File: config.mk
export PLATFORM = sky130hd
export DESIGN_NAME = dma_block_counter
export DESIGN_NICKNAME = d
export VERILOG_FILES = /design/src/rtl/dma_block_counter.sv
export SDC_FILE = /design/constraint.sdc
export NUM_CORES = 1
export LEC_CHECK = 0
export BUFFER_PORTS_ARGS = -buffer_cell sky130_fd_sc_hd__buf_2
export CORE_ASPECT_RATIO = 1.75
export CORE_MARGIN = 2
export CORE_UTILIZATION = 31
export DETAILED_ROUTE_END_ITERATION = 6
export GPL_TIMING_DRIVEN = 0
export PLACE_DENSITY = 0.6
export SLEW_MARGIN = 20
export SYNTH_ARGS = -nofsm -noshare
export SYNTH_HDL_FRONTEND = slang
export SYNTH_SLANG_ARGS = --single-unit
export TNS_END_PERCENT = 20
File: constraint.sdc
create_clock -name clk -period 2.7 [get_ports clk]
set_input_delay 0.54 -clock clk [delete_from_list [all_inputs] [get_ports clk]]
set_output_delay 0.54 -clock clk [all_outputs]
set_load 0.1 [all_outputs]
File: src/rtl/dma_block_counter.sv
module dma_block_counter #(
  parameter int CW = 16
) (
  input  logic          clk,
  input  logic          rst_n,
  input  logic [CW/2-1:0] cfg_data,
  input  logic          wr_cnt_lo,
  input  logic          wr_cnt_hi,
  input  logic          wr_rep,
  input  logic          start,
  input  logic          rep_mode,
  input  logic          byte_done,
  output logic [CW-1:0] byte_cnt,
  output logic [CW/2-1:0] rep_cnt,
  output logic          chan_en,
  output logic          blk_done,
  output logic          xfer_done
);
  localparam int DW = CW / 2;

  logic [CW-1:0] cnt_q, reload_q, cnt_n, eff;
  logic [DW-1:0] rep_q;
  logic          en_q, blk_q, xfer_q;

  wire step      = en_q & byte_done;
  assign eff     = (cnt_q == '0) ? '1 : cnt_q;
  wire last_byte = step && (eff == CW'(1));
  wire finish    = last_byte && (!rep_mode || rep_q == DW'(1));

  always_comb begin
    cnt_n = cnt_q;
    if (step) cnt_n = last_byte ? reload_q : eff - CW'(1);
    if (wr_cnt_lo) cnt_n[DW-1:0]  = cfg_data;
    if (wr_cnt_hi) cnt_n[CW-1:DW] = cfg_data;
  end

  always_ff @(posedge clk or negedge rst_n) begin
    if (!rst_n) begin
      cnt_q    <= CW'(1);
      reload_q <= CW'(1);
      rep_q    <= '0;
      en_q     <= 1'b0;
      blk_q    <= 1'b0;
      xfer_q   <= 1'b0;
    end else begin
      cnt_q <= cnt_n;
      if (wr_cnt_lo) reload_q[DW-1:0]  <= cfg_data;
      if (wr_cnt_hi) reload_q[CW-1:DW] <= cfg_data;
      if (wr_rep)
        rep_q <= cfg_data;
      else if (last_byte && rep_mode && rep_q != '0)
        rep_q <= rep_q - DW'(1);
      if (start)       en_q <= 1'b1;
      else if (finish) en_q <= 1'b0;
      blk_q  <= last_byte;
      xfer_q <= finish & ~start;
    end
  end

  assign byte_cnt  = cnt_q;
  assign rep_cnt   = rep_q;
  assign chan_en   = en_q;
  assign blk_done  = blk_q;
  assign xfer_done = xfer_q;
endmodule


==> metrics.txt, run 1 <==
Netlist cell types 55; Cell Area, Synth 2390 µm²; Die H 120 µm; Post-Synthesis Net Count 271; Setup Fix Bufs, Post-CTS 0; CTS tree built; Final WS setup 133 ps; Die X 70.4 µm; Min-Delay Path Class input port to async pin; clk_skew 6.97 ps; CTS Buf Count 5; Ports 43; largest net degree at the start of global routing 44; initial core utilization 31.8%; # resized after CTS 0; Primary FF master, synth dfrtp_1; Ant. Diodes 0; Worst-Skew Late Latency 290 ps; WL/cell 18.1 µm; Synth Area in Adders 2.10%; CTS H-tree lvls 2; post-synthesis mux area share 3.72%; pre-CTS WS 181 ps; P_leak 1.23 nW; final cell utilization of the core 38.4%; Hold Buf Count CTS 0; Syn-to-layout area delta 20.8%; die footprint 8450 µm²; Final TNS setup 0 ps; Final Wtd Congestion 0.945; core area 7510 µm²; maximum clock rate 390 MHz; # port buffers 40; Fill cells 774; register area share after synthesis 45.2%; Clock Tree Root clkbuf_16; Max Cap Violations 0; num rows 42; nets 318; status complete, no violations; worst path arrival time 2730 ps; total congestion overflow 0; Antenna Nets Post-Route 0; Syn Inst Count 251; max-slew violation count 0; simple-gate share of the synthesized area 20.5%; R2R setup slack 130 ps; Worst EP required 2860 ps; HPWL Detailed 5410 µm; number of warning messages in the yosys log 0; xor and xnor fraction of the mapped netlist area 2.57%; clk sink count 43; commonest cells in the netlist dfrtp_1 (41), o21ai_0 (26), nand2_1 (25), inv_1 (19), nor2_1 (16); post-synthesis register bit count 43; first-pass GRT wire length 11400 µm; DRC viols 0; Total GRT Usage 17.3%; number of global-route vias before repair 2217; drt first-iter violations 60; Startpoint Class flop; share of the synthesized area in the top cell type 43.0%; Synth async-reset ratio 100%; initial antenna violation count 0; Final Power 2.09 mW; Detailed Route WL 6990 µm; Vias 2212; worst IR drop on VDD 0.455 mV; CTS max path bufs 2; Crit. End Element flop; final setup vio count 0; area leader, netlist dfrtp_1; Worst-path clk slew 60 ps; number of flops mapped to enable cells by yosys 0; Pwr Density 724 nW/µm²; share of cells above drive strength 1 25.1%; Avg Inst Size Synth 9.52 µm²; Worst Path Class, Setup flop to flop; Final Critical Period 2570 ps; Synth Area in Compound Gates 21.2%; main area contributors after synthesis dfrtp_1 (43%), o21ai_0 (5.4%), nand2_1 (3.9%); count leader, synth dfrtp_1; Max Fanout on Critical Path 7; actual slew at the worst max-slew pin 972 ps; largest family of logic cells by synthesized area compound AO/OA/AOI/OAI gates; via/cell ratio 5.72; RSZ-0062 raised after global routing true; Final Cycle Share 95.1%; DR pass1 iterations 4; Slew headroom 35.2%; final hold violations 0
## sequential cells by signal, summed over array words and instances, names as in the netlist
name / cells
xfer_done: 1
chan_en: 1
blk_done: 1
reload_q: 16
rep_cnt: 8
byte_cnt: 16
## path summary, 6_finish.rpt
path	startpoint	endpoint	depth (start not counted)
hold / removal	rst_n	rep_cnt[5]	1
setup / recovery	byte_cnt[2]	byte_cnt[14]	5
setup reg to reg	byte_cnt[2]	byte_cnt[14]	5
max in group asynchronous	rst_n	byte_cnt[1]	1
hold reg to reg	reload_q[0]	reload_q[0]	2
min in group clk	start	xfer_done	2
## where the power goes
group	switching (mW)	internal [mW]
logic	0.458	0.128
registers	0.0789	0.709
clock network	0.256	0.460
## layout make-up
type | count | area, µm² | share of cell area [%]
buffer | 10 | 40.0 | 1.39
inverter | 20 | 75.1 | 2.60
tap | 88 | 110 | 3.81
timing repair buffer | 40 | 200 | 6.94
clock buffer | 6 | 139 | 4.81
sequential | 43 | 1080 | 37.4
clock inverter | 2 | 35.0 | 1.21
multi-input combinational | 178 | 1210 | 41.8
## metrics by stage
stage | area, µm² | hold WS, ps | std cells
final | 2890 | 394 | 387
after global routing | 2890 | 418 | 387
after CTS | 2870 | 407 | 387
after detailed placement | 2700 | 476 | 379
after global placement | 2700 | 469 | 379
after floorplan | 2390 | 244 | 251
## placed cells by master (no fill, tap or decap), types with 4 or more instances in the layout
cell	n
xor2_1	5
o221ai_1	9
dfrtp_1	40
buf_2	41
nand3_1	5
inv_1	19
o31ai_1	5
clkbuf_16	5
nand2_1	25
nand4_1	5
a2bb2oi_1	4
a221oi_1	4
nor2_1	16
clkbuf_1	7
or4_1	5
a22oi_1	4
nor3_1	6
a32oi_1	4
mux2_2	7
o21ai_0	26
ha_1	4
## per-layer routing
metal,wire [µm],vias up,track usage [%]
met2,3690,64,30.4
li1,-,1033,-
met4,365,0,10.8
met1,2680,1093,19.6
met3,250,22,1.93
met5,0,-,0
## cell families (layout without fill, tap and decap cells)
| kind of cell | Yosys count | after routing |
|---|---|---|
| adders and majority gates | 4 | 4 |
| DFF | 43 | 43 |
| AOI/OAI and AO/OA | 72 | 72 |
| and+or+nand+nor | 87 | 87 |
| buffers and inverters | 30 | 78 |
| muxes | 8 | 8 |
| xor gates and xnor gates | 7 | 7 |
## worst max-delay path, stage by stage, from the launching register on
cell,delay (ps)
dfrtp_1,460
nor4_2,660
nand4_1,340
or4_2,630
a32oi_1,240
o22ai_1,110
No activity file was read; power rests on OpenSTA's default activity.
==> inputs of run 2 (changes only) <==
- REMOVE_ABC_BUFFERS: not set -> 1
==> run 2 against run 1 <==
Compared with the run above:
- total power down 4.1%
- non-clock buffer count down 6
- flip-flop and latch count unchanged
- final cell count down 1.6%
- sequential power up 0.6%
- utilization down 0.27 points
- wire length down 1.5%
- combinational power down 1%
- clock power down 12%
- die area unchanged
- critical endpoint is now rep_cnt[3]
==> metrics.txt, run 2 (synthesis results as in run 1) <==
launch point of the worst reg-to-reg path byte_cnt[0]; CP Cell Sequence inv_1, ha_1, nor4b_1, and4bb_1, nand3_4, or4_1, a31o_2; RSZ-0062 raised after global routing false; Max Cap Violations 0 (unchanged); drt first-iter violations 108 (+80%); worst path arrival time 2690 ps (-40 ps); Final Power 2.00 mW (-4.1%); Detailed Route WL 6890 µm (-1.5%); CP Launch Point byte_cnt[0]; CTS tree built; Antenna Nets Post-Route 0 (unchanged); WL/cell 18.1 µm (about the same); register area 1080 µm² (-0.12%); P_leak 1.24 nW (about the same); Vias 2175 (-1.7%); HPWL Detailed 5130 µm (-5.1%); DRC viols 0 (unchanged); Fill cells 777 (+0.39%); status complete, no violations; Reg power frac 39.6% (+1.9 points); M1 WL 2630 µm (-2.1%); CTS max path bufs 2 (unchanged); CP max stage delay 610 ps (-50 ps); Multi-input gate area 1210 µm² (+0.62%); CTS H-tree lvls 2 (unchanged); Worst-Skew Late Latency 280 ps (about the same); final hold violations 0 (unchanged); CTS Buf Count 5 (unchanged); Hold Buf Count CTS 0 (unchanged); max-slew violation count 0 (unchanged); Ant. Diodes 0 (unchanged); Finished Cell Area 2870 µm² (-0.69%); clk_skew 2.44 ps (-4.52 ps); Cell Int Power 1.23 mW (-5.2%); Final TNS setup 0 ps (unchanged); Die X 70.4 µm (unchanged); Total GRT Usage 17.2% (-0.096 points); via/cell ratio 5.71 (-0.12%); topmost layer with routed signal wires met4; met3 WL 321 µm (+28%); nets 312 (-1.9%); initial antenna violation count 0 (unchanged); Worst path slowest cell dfstp_2; Crit. End Element flop; clk sink count 43 (unchanged); maximum clock rate 398 MHz (+2.2%); # port buffers 42 (+5.0%); final setup vio count 0 (unchanged); switch share 38.7% (+0.73 points); num rows 42 (unchanged); core area 7510 µm² (unchanged); die footprint 8450 µm² (unchanged); crit path buf inv count 1 (+1); CP top delay family simple AND/OR/NAND/NOR gates; Comb pwr share 28.9% (+0.9 points); most frequent cells in the layout dfrtp_1 (41), buf_2 (41), o21ai_0 (26); Net Sw Power 775 µW (-2.2%); Slew headroom 42.0% (+6.8 points); Startpoint Class flop; Worst-path clk slew 60 ps (about the same); Max Fanout on Critical Path 9 (+2); Ports 43 (unchanged); Syn-to-layout area delta 20.0%; Final Wtd Congestion 0.839 (-11%); DR WL met2 3570 µm (-3.5%); number of global-route vias before repair 2154 (-2.8%); Pwr Density 699 nW/µm² (-3.4%); Final Cycle Share 93.0% (-2.1 points); worst IR drop on VDD 0.355 mV (-22%); Worst Path Class, Setup flop to flop; DP Area 2670 µm² (-1.2%); Final Critical Period 2510 ps (-55.8 ps); Clock Tree Root clkbuf_16; Clock Power Share 31.6% (-2.7 points); Min-Delay Path Class input port to async pin; share of cells above drive strength 1 25.3% (+0.17 points); actual slew at the worst max-slew pin 869 ps (-103 ps); DR pass1 iterations 5 (+1); worst hold slack 239 ps (-155 ps); total congestion overflow 0 (unchanged); largest net degree at the start of global routing 44 (unchanged); initial core utilization 31.8% (unchanged); Worst EP required 2880 ps (+20 ps); Die H 120 µm (unchanged); first-pass GRT wire length 11200 µm (-1.4%)
[run 2: layout make-up]
class	instances	share of cell area [%]
Clock buffer	8	5.46
Inverter	20	2.75
Multi-Input combinational cell	178	42.4
Sequential cell	43	37.6
Tap cell	88	3.84
Timing Repair Buffer	44	7.94
[run 2: through the flow]
| stage | util [%] | setup WS (ps) | std cells |
|---|---|---|---|
| after floorplan | - | -96.0 | 241 |
| after global placement | 35.5 | 81.7 | 371 |
| after detailed placement | 35.5 | 39.8 | 371 |
| after CTS | 37.6 | 24.7 | 379 |
| after global routing | 38.1 | 11.7 | 381 |
| final | 38.1 | 189 | 381 |
[run 2: metal layers]
| metal | vias up | GRT usage [%] |
|---|---|---|
| met4 | 0 | 11.4 |
| met3 | 23 | 3.11 |
| met2 | 70 | 29.5 |
| met1 | 1051 | 19.1 |
| li1 | 1031 | - |
| met5 | - | 0 |
[run 2: what timing repair did]
action,4_1_cts,5_1_grt
buffers inserted,0,2
endpoints found under the setup margin,0,8
gates resized for setup,0,4
endpoints found under the hold margin,0,0
[run 2: power groups by stage]
stage          combinational, mW  sequential [mW]  clock (mW)
3_5_place_dp               0.579            0.800           0
3_3_place_gp               0.572            0.799           0
4_1_cts                    0.580            0.789       0.648
2_1_floorplan              0.159             1.07           0
5_1_grt                    0.618            0.802       0.672
6_report                   0.579            0.793       0.633
[run 2: final timing paths]
| path | end | slack (ps) | depth (start not counted) |
|---|---|---|---|
| max reg2reg | rep_cnt[3] | 190 | 7 |
| min in group clk | xfer_done | 420 | 2 |
| max | rep_cnt[3] | 190 | 7 |
| max in group asynchronous | reload_q[10] | 2070 | 1 |
| min | xfer_done | 240 | 1 |
| min reg2reg | reload_q[0] | 480 | 2 |
==> inputs of run 3 (changes only) <==
- CORE_UTILIZATION: 31 -> 43
- CTS_CLUSTER_SIZE: not set -> 24
- PLACE_DENSITY: 0.6 -> 0.75
==> run 3 against run 2 <==
Compared with the run above:
- final area decreased by 4.7%
- utilization up 13 points
- fmax decreased by 4.5%
- sequential share of layout area rose by 1.8 points
- total power fell by 12%
- worst hold slack better by 150 ps
- worst setup slack got worse by 120 ps
- register-to-register slack got worse by 120 ps
- global-route usage is 5.5 points higher
- first-iteration DRC count shrank 44%
- critical path type unchanged
- largest power group unchanged
==> metrics.txt, run 3 (synthesis results as in run 1) <==
status complete, no violations; core area 5300 µm² (-29%); Ports 43 (unchanged); Detailed Route WL 6370 µm (-7.5%); final setup vio count 0 (unchanged); Clock Tree Root clkbuf_8; Ant. Diodes 0 (unchanged); topmost layer with routed signal wires met4; HPWL Detailed 4790 µm (-6.6%); CP max stage delay 600 ps (about the same); Cell Int Power 1.01 mW (-18%); CTS tree built; Non-Filler Instances 365 (-4.2%); Slew headroom 37.5% (-4.5 points); Min-Delay Path Class input port to async pin; Cells after DPL 357 (-3.8%); Clock Power Share 22.3% (-9.3 points); Net Sw Power 743 µW (-4.2%); Die X 60.3 µm (-14%); largest net degree at the start of global routing 44 (unchanged); # resized after CTS 0 (unchanged); actual slew at the worst max-slew pin 937 ps (+68.0 ps); DP Area 2650 µm² (-0.66%); Hold Buf Count CTS 0 (unchanged); Fill cells 499 (-36%); worst IR drop on VDD 0.418 mV (+18%); Startpoint Class flop; Final Wtd Congestion 0.910 (+8.5%); Worst EP required 2890 ps (about the same); CP Cell Sequence inv_1, ha_1, nor4b_1, and4bb_1, nand2_2, inv_1, a221oi_1, o31ai_1; Reg power frac 44.9% (+5.3 points); # port buffers 42 (unchanged); Final Cycle Share 97.4% (+4.4 points); drt first-iter violations 60 (-44%); switch share 42.3% (+3.6 points); commonest non-fill, non-tap cell in the layout buf_2; Max Cap Violations 0 (unchanged); Die H 103 µm (-15%); initial core utilization 45.1% (+13 points); pre-CTS WS 78.6 ps (+38.8 ps); final hold violations 0 (unchanged); RSZ-0062 raised after global routing true; M1 WL 2330 µm (-11%); worst path arrival time 2820 ps (+130 ps); die footprint 6190 µm² (-27%); total congestion overflow 0 (unchanged); num rows 35 (-17%); nets 310 (-0.64%); Vias 2183 (+0.37%); Antenna Nets Post-Route 0 (unchanged); DRC viols 0 (unchanged); Final Critical Period 2630 ps (+119 ps); Comb pwr share 32.8% (+3.9 points); Total GRT Usage 22.7% (+5.5 points); via/cell ratio 5.98 (+4.8%); first-pass GRT wire length 10400 µm (-7.8%); share of cells above drive strength 1 23.7% (-1.5 points); Syn-to-layout area delta 14.4%; Worst path slowest cell dfstp_2; clk_skew 3.83 ps (+1.38 ps); Worst Path Class, Setup flop to flop; CTS max path bufs 2 (unchanged); Worst-Skew Late Latency 290 ps (about the same); P_leak 1.18 nW (-4.4%); met3 WL 357 µm (+11%); Setup Fix Bufs, Post-CTS 0 (unchanged); Worst-path clk slew 80 ps (+20 ps); final cell utilization of the core 51.6% (+13 points); CTS H-tree lvls 2 (unchanged); DR pass1 iterations 4 (-1); DR WL met2 3370 µm (-5.6%); clk sink count 43 (unchanged); crit-path most repeated cell inv_1; number of global-route vias before repair 2071 (-3.9%); max-slew violation count 0 (unchanged); initial antenna violation count 0 (unchanged); Finished Cell Area 2730 µm² (-4.7%); WL/cell 17.5 µm (-3.4%); Final WS setup 69.8 ps (-119 ps); maximum clock rate 380 MHz (-4.5%); CTS Buf Count 5 (unchanged); most frequent cells in the layout buf_2 (42), dfrtp_1 (41), o21ai_0 (26); Crit. End Element flop; Pwr Density 643 nW/µm² (-8.1%); Max Fanout on Critical Path 13 (+4)
## run 3: worst max-delay path, delay by kind of cell, from the launching register on
family / cells / cell delay, ps
adders and majority gates: 1 / 220
buffers and inverters: 2 / 470
DFF: 1 / 600
AOI/OAI and AO/OA: 2 / 460
and+or+nand+nor: 3 / 770
## run 3: metal layers
layer,vias to the layer above,track usage [%]
li1,1024,-
met1,1040,26.7
met2,97,39.1
met3,22,3.26
met4,0,11.6
met5,-,0
## run 3: area by class of cell
type	instances	area (µm²)	share of cell area [%]
sequential	43	1080	39.5
timing repair buffer	42	210	7.69
clock inverter	1	5.00	0.183
multi-input combinational	178	1190	43.7
tap	74	92.6	3.39
clock buffer	7	76.3	2.79
inverter	20	75.1	2.75
## run 3: power by group through the flow
stage / Clock [mW] / Sequential (mW) / Combinational [mW]
2_1_floorplan: 0 / 1.07 / 0.159
3_3_place_gp: 0 / 0.796 / 0.568
3_5_place_dp: 0 / 0.798 / 0.575
4_1_cts: 0.397 / 0.786 / 0.577
5_1_grt: 0.416 / 0.799 / 0.611
6_report: 0.392 / 0.789 / 0.576
## run 3: per-stage QoR
stage          hold slack, ps  total power, mW  TNS, ps
2_1_floorplan             244             1.23     -199
3_3_place_gp              459             1.36        0
3_5_place_dp              480             1.37        0
4_1_cts                   405             1.76        0
5_1_grt                   404             1.83     -272
6_report                  386             1.76        0
## run 3: final timing paths
| kind | endpoint | slack (ps) | depth (start not counted) | from |
|---|---|---|---|---|
| hold / removal | byte_cnt[1] | 390 | 1 | rst_n |
| setup reg to reg | byte_cnt[0] | 70 | 8 | byte_cnt[0] |
| hold reg to reg | reload_q[0] | 480 | 2 | reload_q[0] |
| max in group asynchronous | reload_q[12] | 1730 | 1 | rst_n |
| setup / recovery | byte_cnt[0] | 70 | 8 | byte_cnt[0] |
| min in group clk | xfer_done | 410 | 2 | start |
